### config.mk
export PLATFORM = sky130hd
export DESIGN_NAME = scan_test_seq
export DESIGN_NICKNAME = d
export VERILOG_FILES = /design/src/rtl/scan_seq_pkg.sv /design/src/rtl/scan_seq_ctrl.sv /design/src/rtl/scan_seq_table.sv /design/src/rtl/scan_seq_judge.sv /design/src/rtl/scan_test_seq.sv
export SDC_FILE = /design/constraint.sdc
export NUM_CORES = 1
export LEC_CHECK = 0
export BUFFER_PORTS_ARGS = -buffer_cell sky130_fd_sc_hd__clkbuf_2
export CORE_ASPECT_RATIO = 0.6
export CORE_MARGIN = 5
export CORE_UTILIZATION = 30
export CTS_CLUSTER_SIZE = 10
export DETAILED_ROUTE_END_ITERATION = 10
export PLACE_DENSITY = 0.53
export SYNTH_ARGS = -nofsm -noshare
export SYNTH_HDL_FRONTEND = slang
export SYNTH_SLANG_ARGS = --single-unit
### constraint.sdc
create_clock -name clk_i -period 2.6 [get_ports clk_i]
set_clock_uncertainty 0.05 [all_clocks]
set_input_delay 0.13 -clock clk_i [delete_from_list [all_inputs] [get_ports clk_i]]
set_output_delay 0.13 -clock clk_i [all_outputs]
set_load 0.005 [all_outputs]
### src/rtl/scan_seq_pkg.sv
package scan_seq_pkg;
  typedef enum logic [2:0] {
    PH_IDLE, PH_FLUSH, PH_SHIFT, PH_CAPT, PH_UNLOAD, PH_DONE
  } phase_t;
endpackage

### src/rtl/scan_seq_ctrl.sv
module scan_seq_ctrl
  import scan_seq_pkg::*;
#(
  parameter int unsigned CHAIN_LEN = 3,
  parameter int unsigned NUM_VEC   = 4,
  localparam int unsigned CW = $clog2(CHAIN_LEN + 4),
  localparam int unsigned VW = (NUM_VEC > 1) ? $clog2(NUM_VEC) : 1
) (
  input  logic          clk_i,
  input  logic          rst_ni,
  input  logic          start_i,
  output phase_t        phase_o,
  output logic [CW-1:0] cnt_o,
  output logic [VW-1:0] vec_o,
  output logic          clr_o
);
  localparam logic [CW-1:0] FLUSH_LAST = CW'(CHAIN_LEN + 3);
  localparam logic [CW-1:0] SHIFT_LAST = CW'(CHAIN_LEN - 1);
  localparam logic [VW-1:0] VEC_LAST   = VW'(NUM_VEC - 1);

  phase_t        phase_q;
  logic [CW-1:0] cnt_q;
  logic [VW-1:0] vec_q;

  assign clr_o   = start_i && (phase_q == PH_IDLE || phase_q == PH_DONE);
  assign phase_o = phase_q;
  assign cnt_o   = cnt_q;
  assign vec_o   = vec_q;

  always_ff @(posedge clk_i or negedge rst_ni) begin
    if (!rst_ni) begin
      phase_q <= PH_IDLE;
      cnt_q   <= '0;
      vec_q   <= '0;
    end else begin
      unique case (phase_q)
        PH_IDLE, PH_DONE: begin
          if (start_i) begin
            phase_q <= PH_FLUSH;
            cnt_q   <= '0;
            vec_q   <= '0;
          end
        end
        PH_FLUSH: begin
          if (cnt_q == FLUSH_LAST) begin
            phase_q <= PH_SHIFT;
            cnt_q   <= '0;
          end else begin
            cnt_q <= cnt_q + 1'b1;
          end
        end
        PH_SHIFT: begin
          if (cnt_q == SHIFT_LAST) begin
            phase_q <= PH_CAPT;
            cnt_q   <= '0;
          end else begin
            cnt_q <= cnt_q + 1'b1;
          end
        end
        PH_CAPT: begin
          cnt_q <= '0;
          if (vec_q == VEC_LAST) begin
            phase_q <= PH_UNLOAD;
          end else begin
            phase_q <= PH_SHIFT;
            vec_q   <= vec_q + 1'b1;
          end
        end
        PH_UNLOAD: begin
          if (cnt_q == SHIFT_LAST) begin
            phase_q <= PH_DONE;
            cnt_q   <= '0;
          end else begin
            cnt_q <= cnt_q + 1'b1;
          end
        end
        default: phase_q <= PH_IDLE;
      endcase
    end
  end
endmodule

### src/rtl/scan_seq_table.sv
module scan_seq_table #(
  parameter int unsigned CHAIN_LEN = 3,
  parameter int unsigned NUM_VEC   = 4,
  parameter int unsigned PI_W      = 3,
  parameter int unsigned PO_W      = 2,
  parameter logic [NUM_VEC*PI_W-1:0]      VEC_PI = '0,
  parameter logic [NUM_VEC*CHAIN_LEN-1:0] VEC_PS = '0,
  parameter logic [NUM_VEC*PO_W-1:0]      EXP_PO = '0,
  parameter logic [NUM_VEC*CHAIN_LEN-1:0] EXP_NS = '0,
  localparam int unsigned VW = (NUM_VEC > 1) ? $clog2(NUM_VEC) : 1,
  localparam int unsigned SW = (CHAIN_LEN > 1) ? $clog2(CHAIN_LEN) : 1
) (
  input  logic [VW-1:0]   vec_i,
  input  logic [SW-1:0]   sel_i,
  output logic [PI_W-1:0] pi_o,
  output logic            ps_bit_o,
  output logic [PO_W-1:0] exp_po_o,
  output logic            prev_ns_bit_o,
  output logic            last_ns_bit_o
);
  logic [PI_W-1:0]      pi_a [NUM_VEC];
  logic [PO_W-1:0]      po_a [NUM_VEC];
  logic [CHAIN_LEN-1:0] ps_a [NUM_VEC];
  logic [CHAIN_LEN-1:0] ns_a [NUM_VEC];

  for (genvar v = 0; v < NUM_VEC; v++) begin : g_unpack
    assign pi_a[v] = VEC_PI[v*PI_W +: PI_W];
    assign po_a[v] = EXP_PO[v*PO_W +: PO_W];
    assign ps_a[v] = VEC_PS[v*CHAIN_LEN +: CHAIN_LEN];
    assign ns_a[v] = EXP_NS[v*CHAIN_LEN +: CHAIN_LEN];
  end

  logic [VW-1:0] prev_idx;
  assign prev_idx = (vec_i == '0) ? '0 : vec_i - 1'b1;

  logic [CHAIN_LEN-1:0] ps_w, prev_w, last_w;
  assign ps_w   = ps_a[vec_i];
  assign prev_w = ns_a[prev_idx];
  assign last_w = ns_a[NUM_VEC-1];

  assign pi_o          = pi_a[vec_i];
  assign exp_po_o      = po_a[vec_i];
  assign ps_bit_o      = ps_w[sel_i];
  assign prev_ns_bit_o = prev_w[sel_i];
  assign last_ns_bit_o = last_w[sel_i];
endmodule

### src/rtl/scan_seq_judge.sv
module scan_seq_judge #(
  parameter int unsigned PO_W = 2
) (
  input  logic            clk_i,
  input  logic            rst_ni,
  input  logic            clr_i,
  input  logic            chk_so_i,
  input  logic            exp_so_i,
  input  logic            so_i,
  input  logic            chk_po_i,
  input  logic [PO_W-1:0] exp_po_i,
  input  logic [PO_W-1:0] po_i,
  output logic            fail_o
);
  logic miss;
  assign miss = (chk_so_i && (so_i != exp_so_i)) ||
                (chk_po_i && (po_i != exp_po_i));

  always_ff @(posedge clk_i or negedge rst_ni) begin
    if (!rst_ni)    fail_o <= 1'b0;
    else if (clr_i) fail_o <= 1'b0;
    else if (miss)  fail_o <= 1'b1;
  end
endmodule

### src/rtl/scan_test_seq.sv
module scan_test_seq
  import scan_seq_pkg::*;
#(
  parameter int unsigned CHAIN_LEN = 3,
  parameter int unsigned NUM_VEC   = 4,
  parameter int unsigned PI_W      = 3,
  parameter int unsigned PO_W      = 2,
  parameter logic [NUM_VEC*PI_W-1:0]      VEC_PI = 12'h5B2,
  parameter logic [NUM_VEC*CHAIN_LEN-1:0] VEC_PS = 12'hA63,
  parameter logic [NUM_VEC*PO_W-1:0]      EXP_PO = 8'h9C,
  parameter logic [NUM_VEC*CHAIN_LEN-1:0] EXP_NS = 12'h3D4
) (
  input  logic            clk_i,
  input  logic            rst_ni,
  input  logic            start_i,
  output logic            done_o,
  output logic            pass_o,
  output logic            fail_o,
  output logic            scan_en_o,
  output logic            scan_in_o,
  input  logic            scan_out_i,
  output logic [PI_W-1:0] pi_o,
  input  logic [PO_W-1:0] po_i
);
  localparam int unsigned CW = $clog2(CHAIN_LEN + 4);
  localparam int unsigned VW = (NUM_VEC > 1) ? $clog2(NUM_VEC) : 1;
  localparam int unsigned SW = (CHAIN_LEN > 1) ? $clog2(CHAIN_LEN) : 1;
  localparam logic [CW-1:0] CL = CW'(CHAIN_LEN);

  phase_t        phase;
  logic [CW-1:0] cnt;
  logic [VW-1:0] vec;
  logic          clr;

  scan_seq_ctrl #(.CHAIN_LEN(CHAIN_LEN), .NUM_VEC(NUM_VEC)) u_ctrl (
    .clk_i, .rst_ni, .start_i,
    .phase_o(phase), .cnt_o(cnt), .vec_o(vec), .clr_o(clr)
  );

  logic [SW-1:0]   sel;
  logic [PI_W-1:0] pi_val;
  logic [PO_W-1:0] exp_po;
  logic            ps_bit, prev_ns_bit, last_ns_bit;

  // shift position counts up, chain bit counts down (MSB leaves first)
  assign sel = SW'(CHAIN_LEN - 1) - SW'(cnt);

  scan_seq_table #(
    .CHAIN_LEN(CHAIN_LEN), .NUM_VEC(NUM_VEC), .PI_W(PI_W), .PO_W(PO_W),
    .VEC_PI(VEC_PI), .VEC_PS(VEC_PS), .EXP_PO(EXP_PO), .EXP_NS(EXP_NS)
  ) u_table (
    .vec_i(vec), .sel_i(sel), .pi_o(pi_val), .ps_bit_o(ps_bit),
    .exp_po_o(exp_po), .prev_ns_bit_o(prev_ns_bit), .last_ns_bit_o(last_ns_bit)
  );

  logic [CW-1:0] flush_ofs;
  logic          chk_so, exp_so, chk_po;
  assign flush_ofs = cnt - CL;

  always_comb begin
    scan_in_o = 1'b0;
    chk_so    = 1'b0;
    exp_so    = 1'b0;
    unique case (phase)
      PH_FLUSH: begin
        scan_in_o = cnt[1];
        chk_so    = (cnt >= CL);
        exp_so    = flush_ofs[1];
      end
      PH_SHIFT: begin
        scan_in_o = ps_bit;
        chk_so    = (vec != '0);
        exp_so    = prev_ns_bit;
      end
      PH_UNLOAD: begin
        chk_so = 1'b1;
        exp_so = last_ns_bit;
      end
      default: ;
    endcase
  end

  assign chk_po    = (phase == PH_CAPT);
  assign scan_en_o = chk_po;
  assign pi_o      = chk_po ? pi_val : '0;

  scan_seq_judge #(.PO_W(PO_W)) u_judge (
    .clk_i, .rst_ni, .clr_i(clr),
    .chk_so_i(chk_so), .exp_so_i(exp_so), .so_i(scan_out_i),
    .chk_po_i(chk_po), .exp_po_i(exp_po), .po_i(po_i),
    .fail_o(fail_o)
  );

  assign done_o = (phase == PH_DONE);
  assign pass_o = done_o && !fail_o;
endmodule

==> impl_metrics.tcl, run 1 <==
set metrics [dict create \
    max_freq_mhz 506 \
    ant_nets 0 \
    grt_max_degree 18 \
    setup_slack_ps 622 \
    synth.largest_area_cell "dfrtp_1" \
    area_of_the_mapped_netlist_um2 816 \
    critical_path_required_ps 2420 \
    tritoncts_num_sinks 9 \
    finalSetupViolCount 0 \
    drtIter0Drc 74 \
    final_period_minus_worst_setup_slack_ps 1980 \
    dp.cells 128 \
    path_delay_family "flip-flops" \
    fp.dieArea_um2 3900 \
    pin_count 14 \
    gp_congestion 0.787 \
    num_antenna_cells 0 \
    cts.clk_slew.worst_paths_ps 50 \
    synthTopCellsByArea "dfrtp_1, ha_1, nor2b_1, inv_1, buf_6" \
    worst-path-max-fanout 7 \
    hp-class "in2reg" \
    critical_path.slowest_cell "dfrtp_1" \
    flow.area_growth_from_synthesis_pct 14.0 \
    hold_viol 0 \
    critical_path_buf_inv_count 2 \
    setup_total_negative_slack_ps 0 \
    fp.dieH_um 50.4 \
    placed_area_um2 875 \
    via_count_of_the_first_global_routing_pass 617 \
    seq_power_share_pct 28.2 \
    routedWlPerCell_um 13.9 \
    yosys_warnings 0 \
    start_kind "register" \
    rsz_0062_raised_after_global_routing "false" \
    synth_top_area_share_pct 27.6 \
    postSynthNetCount 102 \
    avgSynthCellArea_um2 9.17 \
    async_reset_ff_share_pct 100 \
    synthCells 89 \
    grt_antenna_before_repair 0 \
    wire_length_of_the_first_global_routing_pass_um 3190 \
    stdcell_area_um2 930 \
    yosys_register_bits 9 \
    p_leak_nw 0.452 \
    cts-root-buf "clkbuf_8" \
    power.switching_fraction_pct 45.1 \
    run_status "finished, final reports clean" \
    wl_um 1850 \
    placeableCoreArea_um2 2560 \
    power.density_cell_area_nw_per_um2 1190 \
    clkLatencyLatePin_ps 230 \
    placementRows 14 \
    route.detailed.drc 0 \
    instances_no_fill 133 \
    type_of_the_setup_path_with_the_least_slack "reg2out" \
    vdd_ir_drop_max_mv 0.427 \
    cts_max_level 1 \
    port-buffer-count 12 \
    critical_path.cell_chain "inv_1, ha_1, nor3b_1, a21oi_1, a32oi_1, nor2_1, clkbuf_2" \
    cellInternalPower_uw 607 \
    critPathCaptureType "output pin" \
    p_comb_share_pct 56.9 \
    avgViaCountPerCell 5.01 \
    tritoncts.num_buffers 3 \
    max-clock-path-buffers 2 \
    place_ws_ps 704 \
    detailedRoute.firstPassIterationCount 4 \
    routed-via-count 666 \
    cts-resized-gates 0 \
    die_x_um 77.3 \
    net-switching-power_uw 498 \
    grt_overflow_total 0 \
    cp_data_arrival_time_ps 1800 \
    globalRouteTotalUtil_pct 10.4 \
    synth-seq-area-share_pct 27.6 \
    part_of_the_total_power_dissipated_in_the_clock_network_pct 14.9 \
    maxCapViolations 0 \
    initial_core_util_pct 31.9 \
    tritoncts "yes" \
    yosysUniqueCellTypes 44 \
    final_layout_size_suffix_gt1_share_pct 20.8 \
    num-nets-final 115 \
    dpl.hpwl_um 1460 \
    worst_path_largest_cell_delay_ps 450 \
    count_of_final_max_slew_check_failures 0 \
    ys_dominant_reg_cell "dfrtp_1" \
    period_share_pct 76.1 \
    synth_enable_flop_cells 0 \
]
## layout make-up
| class | count | area (µm²) |
|---|---|---|
| Clock buffer | 4 | 45.0 |
| Fill cell | 275 | 1630 |
| Inverter | 7 | 26.3 |
| Multi-Input combinational cell | 68 | 523 |
| Sequential cell | 9 | 225 |
| Tap cell | 32 | 40.0 |
| Timing Repair Buffer | 13 | 70.1 |
## power groups by stage
| stage | sequential, mW | combinational [mW] | clock [mW] |
|---|---|---|---|
| floorplan | 0.255 | 0.553 | 0 |
| global placement | 0.309 | 0.623 | 0 |
| detailed placement | 0.315 | 0.627 | 0 |
| CTS | 0.312 | 0.633 | 0.172 |
| global route | 0.329 | 0.711 | 0.183 |
| finish | 0.312 | 0.628 | 0.165 |
## worst reg2reg max path: cells and delay by family, from the launching register on
family,cells,cell delay [ps]
AO/OA/AOI/OAI,3,680
flip-flops,1,450
adder cells (fa/ha/maj),1,370
AND/OR/NAND/NOR,1,170
buffers and inverters,1,100
## timing repair
item	4_1_cts	5_1_grt
buffers inserted	0	0
hold endpoints to repair	9	0
setup endpoints to repair	0	0
hold buffers	1	0
## metrics by stage
step,util (%),power (mW),hold WS (ps)
after global routing,36.4,1.22,185
after global placement,34.2,0.932,-33.8
final,36.4,1.10,167
after CTS,36.4,1.12,163
after floorplan,-,0.808,-216
after detailed placement,34.2,0.942,-31.9
## kinds of logic after synthesis
family                     after synthesis  synth area share (%)
and+or+nand+nor                         32                  24.5
buffers and inverters                   12                  8.28
xor gates and xnor gates                 3                  3.22
adders and majority gates                7                  10.7
DFF                                      9                  27.6
other                                    1                 0.460
AOI/OAI and AO/OA                       23                  22.7
muxes                                    2                  2.45
## per-layer routing
metal | global-route usage (%) | vias up | wire (µm) | part of all wire [%]
li1 | - | 345 | - | -
met1 | 16.4 | 303 | 1020 | 55
met2 | 12.4 | 18 | 681 | 37
met3 | 5.36 | 0 | 144 | 7.8
met4 | 0.857 | 0 | 0 | 0
met5 | 0 | - | 0 | 0
## state kept, by name (all words and copies together) (netlist names)
register	flops
u_ctrl.vec_o	2
u_ctrl.cnt_o	3
u_ctrl.phase_o	3
u_judge.fail_o	1
## synth_stat cells (2+ instances only)
cell and n:
buf_6 2, o22ai_1 2, nor2_1 3, nand3_1 2, mux2i_1 2, buf_4 2
xor2_1 2, a211o_1 2, nor2b_1 5, ha_1 7, nor3_1 2, and3_1 2
inv_1 7, dfrtp_1 9, o21ai_0 3, a21oi_1 4, and2_1 2, nand2_1 5
## path summary, 6_finish.rpt
kind	start	cells after the start	slack, ps	endpoint
min in group asynchronous	rst_ni	2	250	u_ctrl.phase_o[0]$_DFFE_PN0P_
max in group asynchronous	rst_ni	2	2040	u_ctrl.vec_o[0]$_DFFE_PN0P_
worst min register to register	u_ctrl.cnt_o[2]$_DFFE_PN0P_	2	570	u_ctrl.cnt_o[2]$_DFFE_PN0P_
worst min-delay path	scan_out_i	3	170	u_judge.fail_o$_DFFE_PN0P_
worst max-delay path	u_ctrl.cnt_o[0]$_DFFE_PN0P_	7	620	scan_in_o
worst max register to register	u_ctrl.cnt_o[0]$_DFFE_PN0P_	6	690	u_judge.fail_o$_DFFE_PN0P_
## layout by cell type (no fill, tap or decap), types with 3 or more instances in the layout
| cell type | instances |
|---|---|
| dfrtp_1 | 9 |
| nand2_1 | 5 |
| inv_1 | 7 |
| nor2b_1 | 5 |
| o21ai_0 | 3 |
| ha_1 | 7 |
| clkbuf_2 | 12 |
| nor2_1 | 3 |
| a21oi_1 | 4 |
| clkbuf_8 | 3 |
Power figures use the tool's default switching activity.
==> inputs of run 2 (changes only) <==
Clock period 2.6 ns to 1.86 ns, I/O delays scaled along.
==> run 2 against run 1 <==
Sequential share of layout area fell by 2.1 points; count of clock-buffer cells in the layout did not move; clock power grew 42%; flip-flop and latch count stayed put; final cell count increased by 6.0%; worst hold slack got worse by 21 ps; global-route usage is 0.54 points higher; die area unchanged; critical path depth unchanged; cell area grew 10%; first-iteration DRC count rose by 1.4%; highest routed layer unchanged.
==> impl_metrics.tcl, run 2 (synthesis gave the netlist of run 1 again) <==
set metrics [dict create \
    maxCapViolations 0 \
    cts_max_level 1 \
    layout.cells.most_common "clkbuf_2" \
    gp_congestion 0.776 \
    placeableCoreArea_um2 2560 \
    cellInternalPower_uw 992 \
    fp.dieArea_um2 3900 \
    p_leak_nw 0.494 \
    critPathCaptureType "register" \
    fp.dieH_um 50.4 \
    finalSetupViolCount 0 \
    wl_um 2080 \
    initial_core_util_pct 31.9 \
    p_comb_share_pct 65.1 \
    tritoncts.num_buffers 3 \
    grt_overflow_total 0 \
    run_status "finished, final reports clean" \
    route.detailed.drc 0 \
    routed-via-count 730 \
    rsz_0062_raised_after_global_routing "true" \
    dpl.hpwl_um 1500 \
    start_kind "register" \
    seq_power_share_pct 21.5 \
    pin_count 14 \
    tritoncts_num_sinks 9 \
    most-common-layout-cells "clkbuf_2, buf_4, dfrtp_1" \
    worst-path-max-fanout 6 \
    routedWlPerCell_um 14.8 \
    num-nets-final 123 \
    instances_no_fill 141 \
    drtIter0Drc 75 \
    globalRouteTotalUtil_pct 10.9 \
    place_ws_ps 9.88 \
    vdd_ir_drop_max_mv 0.615 \
    period_share_pct 96.4 \
    wire_length_of_the_first_global_routing_pass_um 3390 \
    tritoncts "yes" \
    grt_antenna_before_repair 0 \
    ant_nets 0 \
    final_period_minus_worst_setup_slack_ps 1790 \
    via_count_of_the_first_global_routing_pass 680 \
    num_antenna_cells 0 \
    critical_path_required_ps 1920 \
    max-clock-path-buffers 2 \
    type_of_the_setup_path_with_the_least_slack "reg2reg" \
    max_freq_mhz 558 \
    cts-root-buf "clkbuf_8" \
    power.switching_fraction_pct 43.8 \
    cp_data_arrival_time_ps 1850 \
    grt_max_degree 15 \
    port-buffer-count 12 \
    clkLatencyLatePin_ps 230 \
    net-switching-power_uw 774 \
    hold_viol 0 \
    detailedRoute.firstPassIterationCount 4 \
    hp-class "in2reg" \
    count_of_final_max_slew_check_failures 0 \
    flow.area_growth_from_synthesis_pct 25.3 \
    part_of_the_total_power_dissipated_in_the_clock_network_pct 13.3 \
    avgViaCountPerCell 5.18 \
    cts.clk_slew.worst_paths_ps 50 \
    die_x_um 77.3 \
    final_layout_size_suffix_gt1_share_pct 33.0 \
    dp.cells 134 \
    power.density_cell_area_nw_per_um2 1730 \
    setup_slack_ps 67.4 \
    placementRows 14 \
]
==> run 2: critical path, cell delays in order, from the launching register on <==
cell       delay (ps)
dfrtp_1           390
buf_4             160
ha_1              190
ha_1              170
a211o_1           280
a21oi_2           170
a2bb2oi_2         160
o31ai_2            80
==> run 2: through the flow <==
stage / area (µm²) / TNS [ps] / power, mW / hold slack, ps / utilization, %
2_1_floorplan: 816 / 0 / 1.13 / -253 / -
3_3_place_gp: 920 / 0 / 1.38 / -74.8 / 36.0
5_1_grt: 1020 / -69.0 / 1.94 / 170 / 40.0
3_5_place_dp: 920 / 0 / 1.40 / -69.6 / 36.0
4_1_cts: 995 / 0 / 1.69 / 138 / 38.9
6_report: 1020 / 0 / 1.77 / 146 / 40.0
==> run 2: final timing paths <==
path                       slack (ps)                             to  depth (start not counted)                        start
setup / recovery                   70     u_judge.fail_o$_DFFE_PN0P_                          7  u_ctrl.cnt_o[0]$_DFFE_PN0P_
hold / removal                    150     u_judge.fail_o$_DFFE_PN0P_                          3                   scan_out_i
setup reg to reg                   70     u_judge.fail_o$_DFFE_PN0P_                          7  u_ctrl.cnt_o[0]$_DFFE_PN0P_
hold reg to reg                   550    u_ctrl.cnt_o[0]$_DFFE_PN0P_                          2  u_ctrl.cnt_o[0]$_DFFE_PN0P_
max in group asynchronous        1330  u_ctrl.phase_o[1]$_DFFE_PN0P_                          2                       rst_ni
min in group asynchronous         210    u_ctrl.cnt_o[2]$_DFFE_PN0P_                          2                       rst_ni
==> run 2: area by class of cell <==
type                    instances  area [µm²]
well taps                      32        40.0
multi-input cells              68         554
flip-flops and latches          9         226
fillers                       268        1540
repair buffers                 21         130
inverters                       7        26.3
clock buffers                   4        45.0
==> run 2: timing repair <==
item                                    4_1_cts  5_1_grt
pin swaps                                     0        0
buffers inserted                              1        1
hold endpoints to repair                      9        0
hold buffers                                  1        0
gates resized for setup                       1        6
endpoints found under the setup margin        1        2
==> run 2: power by group through the flow <==
| stage | sequential [mW] | clock (mW) | combinational (mW) |
|---|---|---|---|
| 6_report | 0.380 | 0.235 | 1.15 |
| 5_1_grt | 0.393 | 0.252 | 1.30 |
| 4_1_cts | 0.377 | 0.238 | 1.07 |
| 3_5_place_dp | 0.388 | 0 | 1.01 |
| 3_3_place_gp | 0.385 | 0 | 0.998 |
| 2_1_floorplan | 0.357 | 0 | 0.772 |
==> run 2: per-layer routing <==
metal | share of wire (%) | routed length (µm) | vias to the layer above | global-route usage [%]
met5 | 0 | 0 | - | 0
met1 | 49 | 1020 | 347 | 14.8
met3 | 8.0 | 167 | 0 | 5.71
met2 | 43 | 895 | 21 | 15.8
li1 | - | - | 362 | -
met4 | 0 | 0 | 0 | 1.71
